--- src/rtl/eaPkg.sv ---
package eaPkg;
  localparam int BYTE_W = 8;
  localparam int ADDR_W = 2 * BYTE_W;

  typedef enum logic [2:0] {
    MD_ABS8  = 3'd0,
    MD_ABS16 = 3'd1,
    MD_IDX   = 3'd2,
    MD_OFF8  = 3'd3,
    MD_OFF16 = 3'd4
  } eaModeT;

  typedef enum logic [1:0] {
    ST_IDLE = 2'd0,
    ST_RDA  = 2'd1,
    ST_RDB  = 2'd2,
    ST_FIN  = 2'd3
  } eaStateT;

  typedef struct packed {
    logic capReq;
    logic capHi;
    logic capLo;
    logic rdSel;
    logic indSel;
    logic ySel;
    logic fin;
  } ctlStrobeT;
endpackage

--- src/rtl/eaCtrl.sv ---
module eaCtrl
  import eaPkg::*;
#(
  parameter logic [BYTE_W-1:0] PFX_SWAP = 8'h90,
  parameter logic [BYTE_W-1:0] PFX_BOTH = 8'h91,
  parameter logic [BYTE_W-1:0] PFX_IND  = 8'h92
) (
  input  logic              clk,
  input  logic              rstN,
  input  logic              opValid,
  input  logic [BYTE_W-1:0] opByte,
  input  logic              start,
  input  logic [2:0]        mode,
  input  logic              rdReady,
  output logic              busy,
  output logic              rdValid,
  output logic              eaDone,
  output logic              idxSwap,
  output ctlStrobeT         st
);
  eaStateT state, stateNext;
  logic prefY, prefInd, wideR;
  logic isSwap, isBoth, isInd, isPfx;
  logic needRead, wideReq;

  assign isSwap = opValid && (opByte == PFX_SWAP);
  assign isBoth = opValid && (opByte == PFX_BOTH);
  assign isInd  = opValid && (opByte == PFX_IND);
  assign isPfx  = isSwap || isBoth || isInd;

  assign wideReq  = (mode == MD_ABS16) || (mode == MD_OFF16);
  assign needRead = prefInd && (mode != MD_IDX);

  always_comb begin
    st        = '0;
    stateNext = state;
    st.ySel   = prefY;
    st.indSel = needRead;
    case (state)
      ST_IDLE: if (start) begin
        st.capReq = 1'b1;
        stateNext = needRead ? ST_RDA : ST_FIN;
      end
      ST_RDA: if (rdReady) begin
        st.capHi  = wideR;
        st.capLo  = !wideR;
        stateNext = wideR ? ST_RDB : ST_FIN;
      end
      ST_RDB: begin
        st.rdSel = 1'b1;
        if (rdReady) begin
          st.capLo  = 1'b1;
          stateNext = ST_FIN;
        end
      end
      default: begin
        st.fin    = 1'b1;
        stateNext = ST_IDLE;
      end
    endcase
  end

  assign rdValid = (state == ST_RDA) || (state == ST_RDB);
  assign busy    = (state != ST_IDLE);
  assign eaDone  = st.fin;
  assign idxSwap = prefY;

  always_ff @(posedge clk or negedge rstN) begin
    if (!rstN) begin
      state <= ST_IDLE;
      wideR <= 1'b0;
    end else begin
      state <= stateNext;
      if (st.capReq) wideR <= wideReq;
    end
  end

  // a new prefix byte wins over the clear at the end of an instruction
  always_ff @(posedge clk or negedge rstN) begin
    if (!rstN) begin
      prefY   <= 1'b0;
      prefInd <= 1'b0;
    end else if (isPfx) begin
      prefY   <= isSwap || isBoth;
      prefInd <= isInd || isBoth;
    end else if (st.fin) begin
      prefY   <= 1'b0;
      prefInd <= 1'b0;
    end
  end

  p_done_pulse_r11: assert property (@(posedge clk) disable iff (!rstN)
    eaDone |=> !eaDone);
  p_busy_start_r11: assert property (@(posedge clk) disable iff (!rstN)
    (start && !busy) |=> busy);
  p_pfx_clear_r9: assert property (@(posedge clk) disable iff (!rstN)
    (eaDone && !isPfx) |=> !idxSwap);
  p_swap_set_r4: assert property (@(posedge clk) disable iff (!rstN)
    (isSwap || isBoth) |=> idxSwap);
  p_ind_only_r8: assert property (@(posedge clk) disable iff (!rstN)
    isInd |=> !idxSwap);
  p_no_read_idx_r12: assert property (@(posedge clk) disable iff (!rstN)
    (start && !busy && mode == MD_IDX) |=> !rdValid);
endmodule

--- src/rtl/eaPath.sv ---
module eaPath
  import eaPkg::*;
(
  input  logic              clk,
  input  logic              rstN,
  input  ctlStrobeT         st,
  input  logic [2:0]        mode,
  input  logic [BYTE_W-1:0] addrHi,
  input  logic [BYTE_W-1:0] addrLo,
  input  logic [BYTE_W-1:0] idxX,
  input  logic [BYTE_W-1:0] idxY,
  input  logic [BYTE_W-1:0] rdData,
  output logic [BYTE_W-1:0] rdAddr,
  output logic [ADDR_W-1:0] eaOut
);
  localparam logic [BYTE_W-1:0] ZERO_B = '0;

  logic [2:0]        modeR;
  logic [BYTE_W-1:0] hiR, loR, idxR, ptrHi, ptrLo;
  logic              indR;
  logic [BYTE_W-1:0] baseHi, baseLo;
  logic [ADDR_W-1:0] idxWide, baseWide, baseShort;

  always_ff @(posedge clk or negedge rstN) begin
    if (!rstN) begin
      modeR <= '0;
      hiR   <= '0;
      loR   <= '0;
      idxR  <= '0;
      indR  <= 1'b0;
      ptrHi <= '0;
      ptrLo <= '0;
    end else begin
      if (st.capReq) begin
        modeR <= mode;
        hiR   <= addrHi;
        loR   <= addrLo;
        idxR  <= st.ySel ? idxY : idxX;
        indR  <= st.indSel;
        ptrHi <= '0;
        ptrLo <= '0;
      end
      if (st.capHi) ptrHi <= rdData;
      if (st.capLo) ptrLo <= rdData;
    end
  end

  // the second pointer byte sits one above the first, wrapping in 8 bits
  assign rdAddr = st.rdSel ? loR + 8'd1 : loR;

  assign baseHi    = indR ? ptrHi : hiR;
  assign baseLo    = indR ? ptrLo : loR;
  assign idxWide   = {ZERO_B, idxR};
  assign baseWide  = {baseHi, baseLo};
  assign baseShort = {ZERO_B, baseLo};

  always_comb begin
    case (modeR)
      MD_ABS16: eaOut = baseWide;
      MD_IDX:   eaOut = idxWide;
      MD_OFF8:  eaOut = baseShort + idxWide;
      MD_OFF16: eaOut = baseWide + idxWide;
      default:  eaOut = baseShort;
    endcase
  end

  p_off8_max_r3: assert property (@(posedge clk) disable iff (!rstN)
    (st.fin && modeR == MD_OFF8) |-> (eaOut <= 16'h01FE));
  p_short_hi_r5: assert property (@(posedge clk) disable iff (!rstN)
    (st.fin && modeR == MD_ABS8) |-> (eaOut[ADDR_W-1:BYTE_W] == ZERO_B));
  p_word_next_r6: assert property (@(posedge clk) disable iff (!rstN)
    st.rdSel |-> (rdAddr == loR + 8'd1));
endmodule

--- src/rtl/prefixEaGen.sv ---
module prefixEaGen
  import eaPkg::*;
(
  input  logic        clk,
  input  logic        rstN,
  input  logic        opValid,
  input  logic [7:0]  opByte,
  input  logic        start,
  input  logic [2:0]  mode,
  input  logic [7:0]  addrHi,
  input  logic [7:0]  addrLo,
  input  logic [7:0]  idxX,
  input  logic [7:0]  idxY,
  output logic        rdValid,
  output logic [7:0]  rdAddr,
  input  logic        rdReady,
  input  logic [7:0]  rdData,
  output logic        busy,
  output logic [15:0] eaOut,
  output logic        eaDone,
  output logic        idxSwap
);
  ctlStrobeT st;

  eaCtrl uCtrl (
    .clk(clk), .rstN(rstN), .opValid(opValid), .opByte(opByte),
    .start(start), .mode(mode), .rdReady(rdReady), .busy(busy),
    .rdValid(rdValid), .eaDone(eaDone), .idxSwap(idxSwap), .st(st)
  );

  eaPath uPath (
    .clk(clk), .rstN(rstN), .st(st), .mode(mode), .addrHi(addrHi),
    .addrLo(addrLo), .idxX(idxX), .idxY(idxY), .rdData(rdData),
    .rdAddr(rdAddr), .eaOut(eaOut)
  );

  p_rd_hold_r10: assert property (@(posedge clk) disable iff (!rstN)
    (rdValid && !rdReady) |=> (rdValid && $stable(rdAddr)));
endmodule

--- config.mk ---
export PLATFORM = sky130hd
export DESIGN_NAME = prefixEaGen
export DESIGN_NICKNAME = d
export VERILOG_FILES = /design/src/rtl/eaPkg.sv /design/src/rtl/eaCtrl.sv /design/src/rtl/eaPath.sv /design/src/rtl/prefixEaGen.sv
export SDC_FILE = /design/constraint.sdc
export NUM_CORES = 1
export LEC_CHECK = 0
export BUFFER_PORTS_ARGS = -buffer_cell sky130_fd_sc_hd__buf_2
export CAP_MARGIN = 20
export CORE_UTILIZATION = 40
export CTS_CLUSTER_DIAMETER = 120
export DETAILED_ROUTE_END_ITERATION = 12
export SYNTH_ARGS = -nofsm -noshare
export SYNTH_HDL_FRONTEND = slang
export SYNTH_SLANG_ARGS = --single-unit
--- constraint.sdc ---
create_clock -name clk -period 3.9 [get_ports clk]
set_clock_uncertainty 0.15 [all_clocks]
set_input_delay 0.195 -clock clk [delete_from_list [all_inputs] [get_ports clk]]
set_output_delay 0.195 -clock clk [all_outputs]
set_load 0.05 [all_outputs]
Word level (Yosys, flattened, before mapping)
Cells that the tools add are included.
Widths: inputs -> output; s select.
Storage, ports and cells
  register bits: 49
Operators by class
  equality and inequality tests: 16
  mux-type cells: 25
  reductions and logical operators: 16
  $add $sub $neg: 3
Operators with widths (number)
  $pmux 16 s4: 1
  $mux 8: 7
  $eq 8x8->1 const B: 3
  $add 16x8->16: 1
  $mux 1: 10
  $mux 2: 5
  $add 8x8->9: 1
  $add 8x1->8 const B: 1
  $eq 3x1->1 const B: 2
  $eq 3x2->1 const B: 2
  $eq 3x3->1 const B: 2
  $ne 2x2->1 const B: 3
  $pmux 2 s3: 1
  $reduce_bool 2->1: 3
  $logic_or 1x1->1: 5
  $logic_and 1x1->1: 4
  $ne 3x2->1 const B: 1
  $reduce_and 3->1: 1
  $reduce_or 3->1: 1
  $eq 2x1->1 const B: 1
  $eq 2x2->1 const B: 1
  $logic_not 2->1: 1
  $ne 2x1->1 const B: 1
  $pmux 1 s2: 1
  $logic_not 1->1: 1

Depth between registers and ports, before layout
  depth in word-level cells: 5
  mapped depth: 12
  mapped depth without buffers: 10

Hierarchy
Synthesis repeated with hierarchy kept, for this count alone.
Unflattened totals
  cell total of the unflattened synthesis: 343
  area, all modules: 3244.4 um^2
By module, submodules not included
  eaPath: seq. area each 1101.1 um^2, area an instance 2839.0 um^2, times used 1, cells each 296
  eaCtrl: seq. area each 125.1 um^2, area an instance 405.4 um^2, times used 1, cells each 47

Worst setup path before layout
OpenSTA, ideal clock, no wires.
  kind: reg-to-output
  start point: register uPath.indR
  end point: output port eaOut[9]
  path slack: 100 ps
  data arrival time: 3455 ps
  cell stages (with the launch flop): 11
  buffers on the path: 3
  cells stage by stage: dfrtp_1 buf_2 buf_4 mux2_2 ha_1 buf_2 nand2_1 a2111oi_4 o31ai_1 xor2_1 o21ai_0
On the way
  longest elaborated chain between the ends: 3
  elaborated cells between the ends (all ways): 4
  those cells by class: 1 x add/sub; 3 x mux
Ends and longest elaborated chain
  from (decl): line eaPath.sv:20  | logic indR;
  from (signal assigned): line eaPath.sv:39  | indR <= st.indSel;
  $mux 8, on equally long branches: line eaPath.sv:52, eaPath.sv:51
  $add 16x8->16: line eaPath.sv:62  | MD_OFF16: eaOut = baseWide + idxWide;
  $pmux 16 s4 (*): line eaPath.sv:58  | case (modeR)
  to (decl): line prefixEaGen.sv:19  | output logic [15:0] eaOut,
Mark *: on every way between the ends. The rest lies on a longest branch, timed or not.

Worst setup path in the final report
  start point: register uPath.indR
  end point: output port eaOut[15]
The elaborated chain is that of the path after synthesis.

==> flow_summary.rst <==
.. list-table::
   :header-rows: 1

   * - Metric
     - Value
   * - Share of the clock period used by the worst path after layout
     - 0.946
   * - Transition time at the pin with the least slew margin
     - 1020 ps
   * - Crit path max-delay cell type
     - or4b_1
   * - DRC violation count after routing
     - 0
   * - Total of flip-flops plus latches after synthesis
     - 49
   * - Start-to-end type of the worst setup path
     - reg2out
   * - Number of enable-type register cells in the synthesized netlist
     - 0
   * - Data required time of the critical path
     - 3560 ps
   * - Average via count per standard cell
     - 5.57
   * - RSZ-0062 raised after global routing
     - no
   * - Layout filler cell count
     - 791
   * - Total detailed-routing wirelength
     - 8840 um
   * - Area used by multi-input combinational logic
     - 0.00205 mm^2
   * - Mapped Avg Cell Area
     - 9.02 um^2
   * - Clock buffer count from CTS
     - 5
   * - Post-synthesis instance area
     - 0.00344 mm^2
   * - Outcome
     - finished, final reports clean
   * - Number of violations reported at the end of detailed-routing iteration 0
     - 141
   * - Stage delay of the slowest cell on the critical path
     - 530 ps
   * - Clock Path Buffers
     - 2
   * - Tot GR Track Use
     - 0.207
   * - Chain of cells forming the critical path
     - buf_4, mux2_2, ha_1, nand2_1, a2111oi_4, nor3_1, or4b_1, nand3_1, buf_2
   * - Worst Hold Class
     - in2reg
   * - Relative slew margins
     - 0.319
   * - Number of cells on the worst hold path
     - 3
   * - Setup crit start kind
     - flip-flop
   * - Clock tree from TritonCTS
     - yes
   * - Portion of the post-synthesis area used by sequential elements
     - 0.356
   * - Area share of the largest cell type after synthesis
     - 0.356
   * - Post-CTS clock slew at the launch and capture registers of the worst setup and hold paths
     - 90 ps
   * - Latest clock arrival within the worst-skew pair
     - 300 ps
   * - Number of endpoints with negative hold slack in the final report
     - 0
   * - Wire length of the first global-routing pass
     - 14600 um
   * - Setup violators final
     - 0
   * - Nets
     - 547
   * - Number of antenna violations at the first check in global routing
     - 0
   * - Cell count after synthesis
     - 382
   * - Area grow syn2layout
     - 23.8%
   * - Logic depth of the worst path, buffers included
     - 9
   * - Number of placement rows
     - 33
   * - Max Cap Viol
     - 0
   * - Fmax achieved
     - 0.271 GHz
   * - Capturing element type of the critical path
     - primary output
   * - Count of warnings emitted by yosys
     - 0
   * - Prevailing post-synth register cell
     - dfrtp_1
   * - Distinct cell type count of the synthesized netlist
     - 55
   * - Depth of the worst register-to-register path
     - 4
   * - Via count of the first global-routing pass
     - 3040
   * - Number of diodes
     - 0
   * - Final weighted congestion of routability-driven global placement
     - 0.889
   * - Die W
     - 94.8 um
   * - Detailed placer's ending HPWL
     - 6640 um
   * - Root Buffer
     - clkbuf_8
   * - Share of the core filled with cells in the final layout
     - 0.516
   * - Largest area contributor in the netlist
     - dfrtp_1
   * - Worst EP arrival
     - 3340 ps
   * - Synth Net Count
     - 452
   * - Critical path peak fanout
     - 16
   * - Core area
     - 0.00826 mm^2
   * - H-tree depth
     - 2
   * - Setup TNS
     - 0 ps
   * - Effective utilization at floorplan
     - 0.417
   * - Post CTS Setup Buffer Count
     - 0
   * - Total buffers and inverters traversed by the critical path
     - 2
   * - Floorplan die area
     - 0.00899 mm^2
   * - Total vias in the final route
     - 3240
   * - Mean routed wirelength per cell
     - 15.2 um
   * - Slew Limit Fails
     - 0
   * - Register area
     - 0.00123 mm^2
   * - Largest net degree at the start of global routing
     - 57
   * - Number of clock sinks
     - 49
   * - Ratio of cells with drive above 1 in the final layout
     - 0.277
   * - Overflow left after global routing
     - 0
   * - Min Tclk post-route
     - 3690 ps
   * - Vertical die dimension
     - 94.8 um
   * - Top delay family on crit path
     - simple AND/OR/NAND/NOR gates
   * - Register-to-register setup slack
     - 1710 ps
   * - Ports placed on the boundary
     - 84
   * - Proportion of register bits with asynchronous set or reset after synthesis
     - 1.00
   * - Number of detailed-route iterations in the first pass
     - 4
   * - Cell types occupying the most area after synthesis
     - dfrtp_1 36%, mux2_2 8.8%, mux2i_1 5.2%
   * - IO buf count
     - 83
   * - DRT antenna net count
     - 0
## routing by layer
metal	up-vias	GRT usage	routed length [um]
met4	0	0.0568	125
met5	-	0	0
met2	103	0.335	4040
li1	1599	-	-
met3	8	0.0290	504
met1	1530	0.287	4170
## flip-flops by register name (all words and copies together) (netlist names)
signal         count
uCtrl.idxSwap      1
uCtrl.prefInd      1
uCtrl.state        2
uPath.ptrHi        8
uPath.indR         1
uCtrl.wideR        1
uPath.loR          8
uPath.modeR        3
uPath.ptrLo        8
uPath.idxR         8
uPath.hiR          8
## final timing paths
check / start / end
max in group asynchronous: rstN / uPath.indR
worst max register to register: uCtrl.state[0] / uPath.hiR[4]
worst min register to register: uPath.ptrLo[5] / uPath.ptrLo[5]
worst max-delay path: uPath.indR / eaOut[15]
min in group asynchronous: rstN / uPath.hiR[7]
worst min-delay path: opByte[0] / uCtrl.prefInd
## final cells by class
cell class / instances / share of cell area
Multi-Input combinational cell: 288 / 0.480
Sequential cell: 49 / 0.288
Timing Repair Buffer: 107 / 0.154
Tap cell: 105 / 0.0308
Inverter: 26 / 0.0229
Clock buffer: 5 / 0.0161
Clock inverter: 2 / 0.00822
## worst reg2reg max path: stages, from the launching register on
cell and delay [ps]:
dfrtp_1 410, inv_1 80, ha_1 250, nand2_2 750, mux2_2 450
## cell usage after synthesis (5+ instances only)
master and number:
o31ai_1 5, mux2i_1 18, xor2_1 5, o21ai_0 33, dfrtp_1 49, clkbuf_1 15
o22ai_1 9, o221ai_1 5, mux2_2 27, xnor2_1 9, a21oi_1 11, nand4_1 5
ha_1 13, nor3_1 5, inv_1 25, nand2_1 39, nor2_1 20, nand3_1 22
## through the flow
step / hold WS (ps) / instance area (um^2) / setup slack [ps] / cells
2_1_floorplan: -251 / 3440 / 100 / 382
3_3_place_gp: 257 / 3950 / 555 / 555
3_5_place_dp: 246 / 3950 / 446 / 555
6_report: 13.8 / 4260 / 211 / 582
4_1_cts: 2.67 / 4240 / 110 / 581
5_1_grt: 27.6 / 4260 / 3.60 / 582
## cells by family (layout without fill, tap and decap cells)
group	count (synthesis)	after routing	synth area share
and+or+nand+nor	115	115	0.164
AOI/OAI and AO/OA	100	100	0.200
DFF	49	49	0.356
muxes	45	45	0.141
buffers and inverters	45	140	0.0512
adders and majority gates	14	14	0.0530
xor gates and xnor gates	14	14	0.0356
## repair_timing
action | 4_1_cts | 5_1_grt
endpoints found under the hold margin | 67 | 0
setup endpoints to repair | 0 | 1
hold buffers | 19 | 0
gates resized for setup | 0 | 2
## placed cells by master (no fill, tap or decap), types with 3 or more instances in the layout
cell	Yosys	layout
buf_4	1	4
a22oi_1	4	4
mux2i_1	18	17
nor3_1	5	5
dfrtp_1	49	48
a21o_1	4	4
ha_1	13	13
o21ai_0	33	33
mux2_2	27	27
dlygate4sd3_1	0	19
o22ai_1	9	9
nor2b_1	4	4
o221ai_1	5	5
xor2_1	5	5
inv_1	25	25
and3_1	4	4
a211oi_1	3	3
buf_2	3	83
a221oi_1	3	3
nand2_1	39	38
nand4_1	5	5
clkbuf_8	0	5
nor2_1	20	20
o211ai_1	3	3
xnor2_1	9	9
a21oi_1	11	11
nand3_1	22	22
o31ai_1	5	5
Power is left out: the tool's default activity adds up to more than one toggle a clock period on the data nets, which glitch-free logic cannot reach.
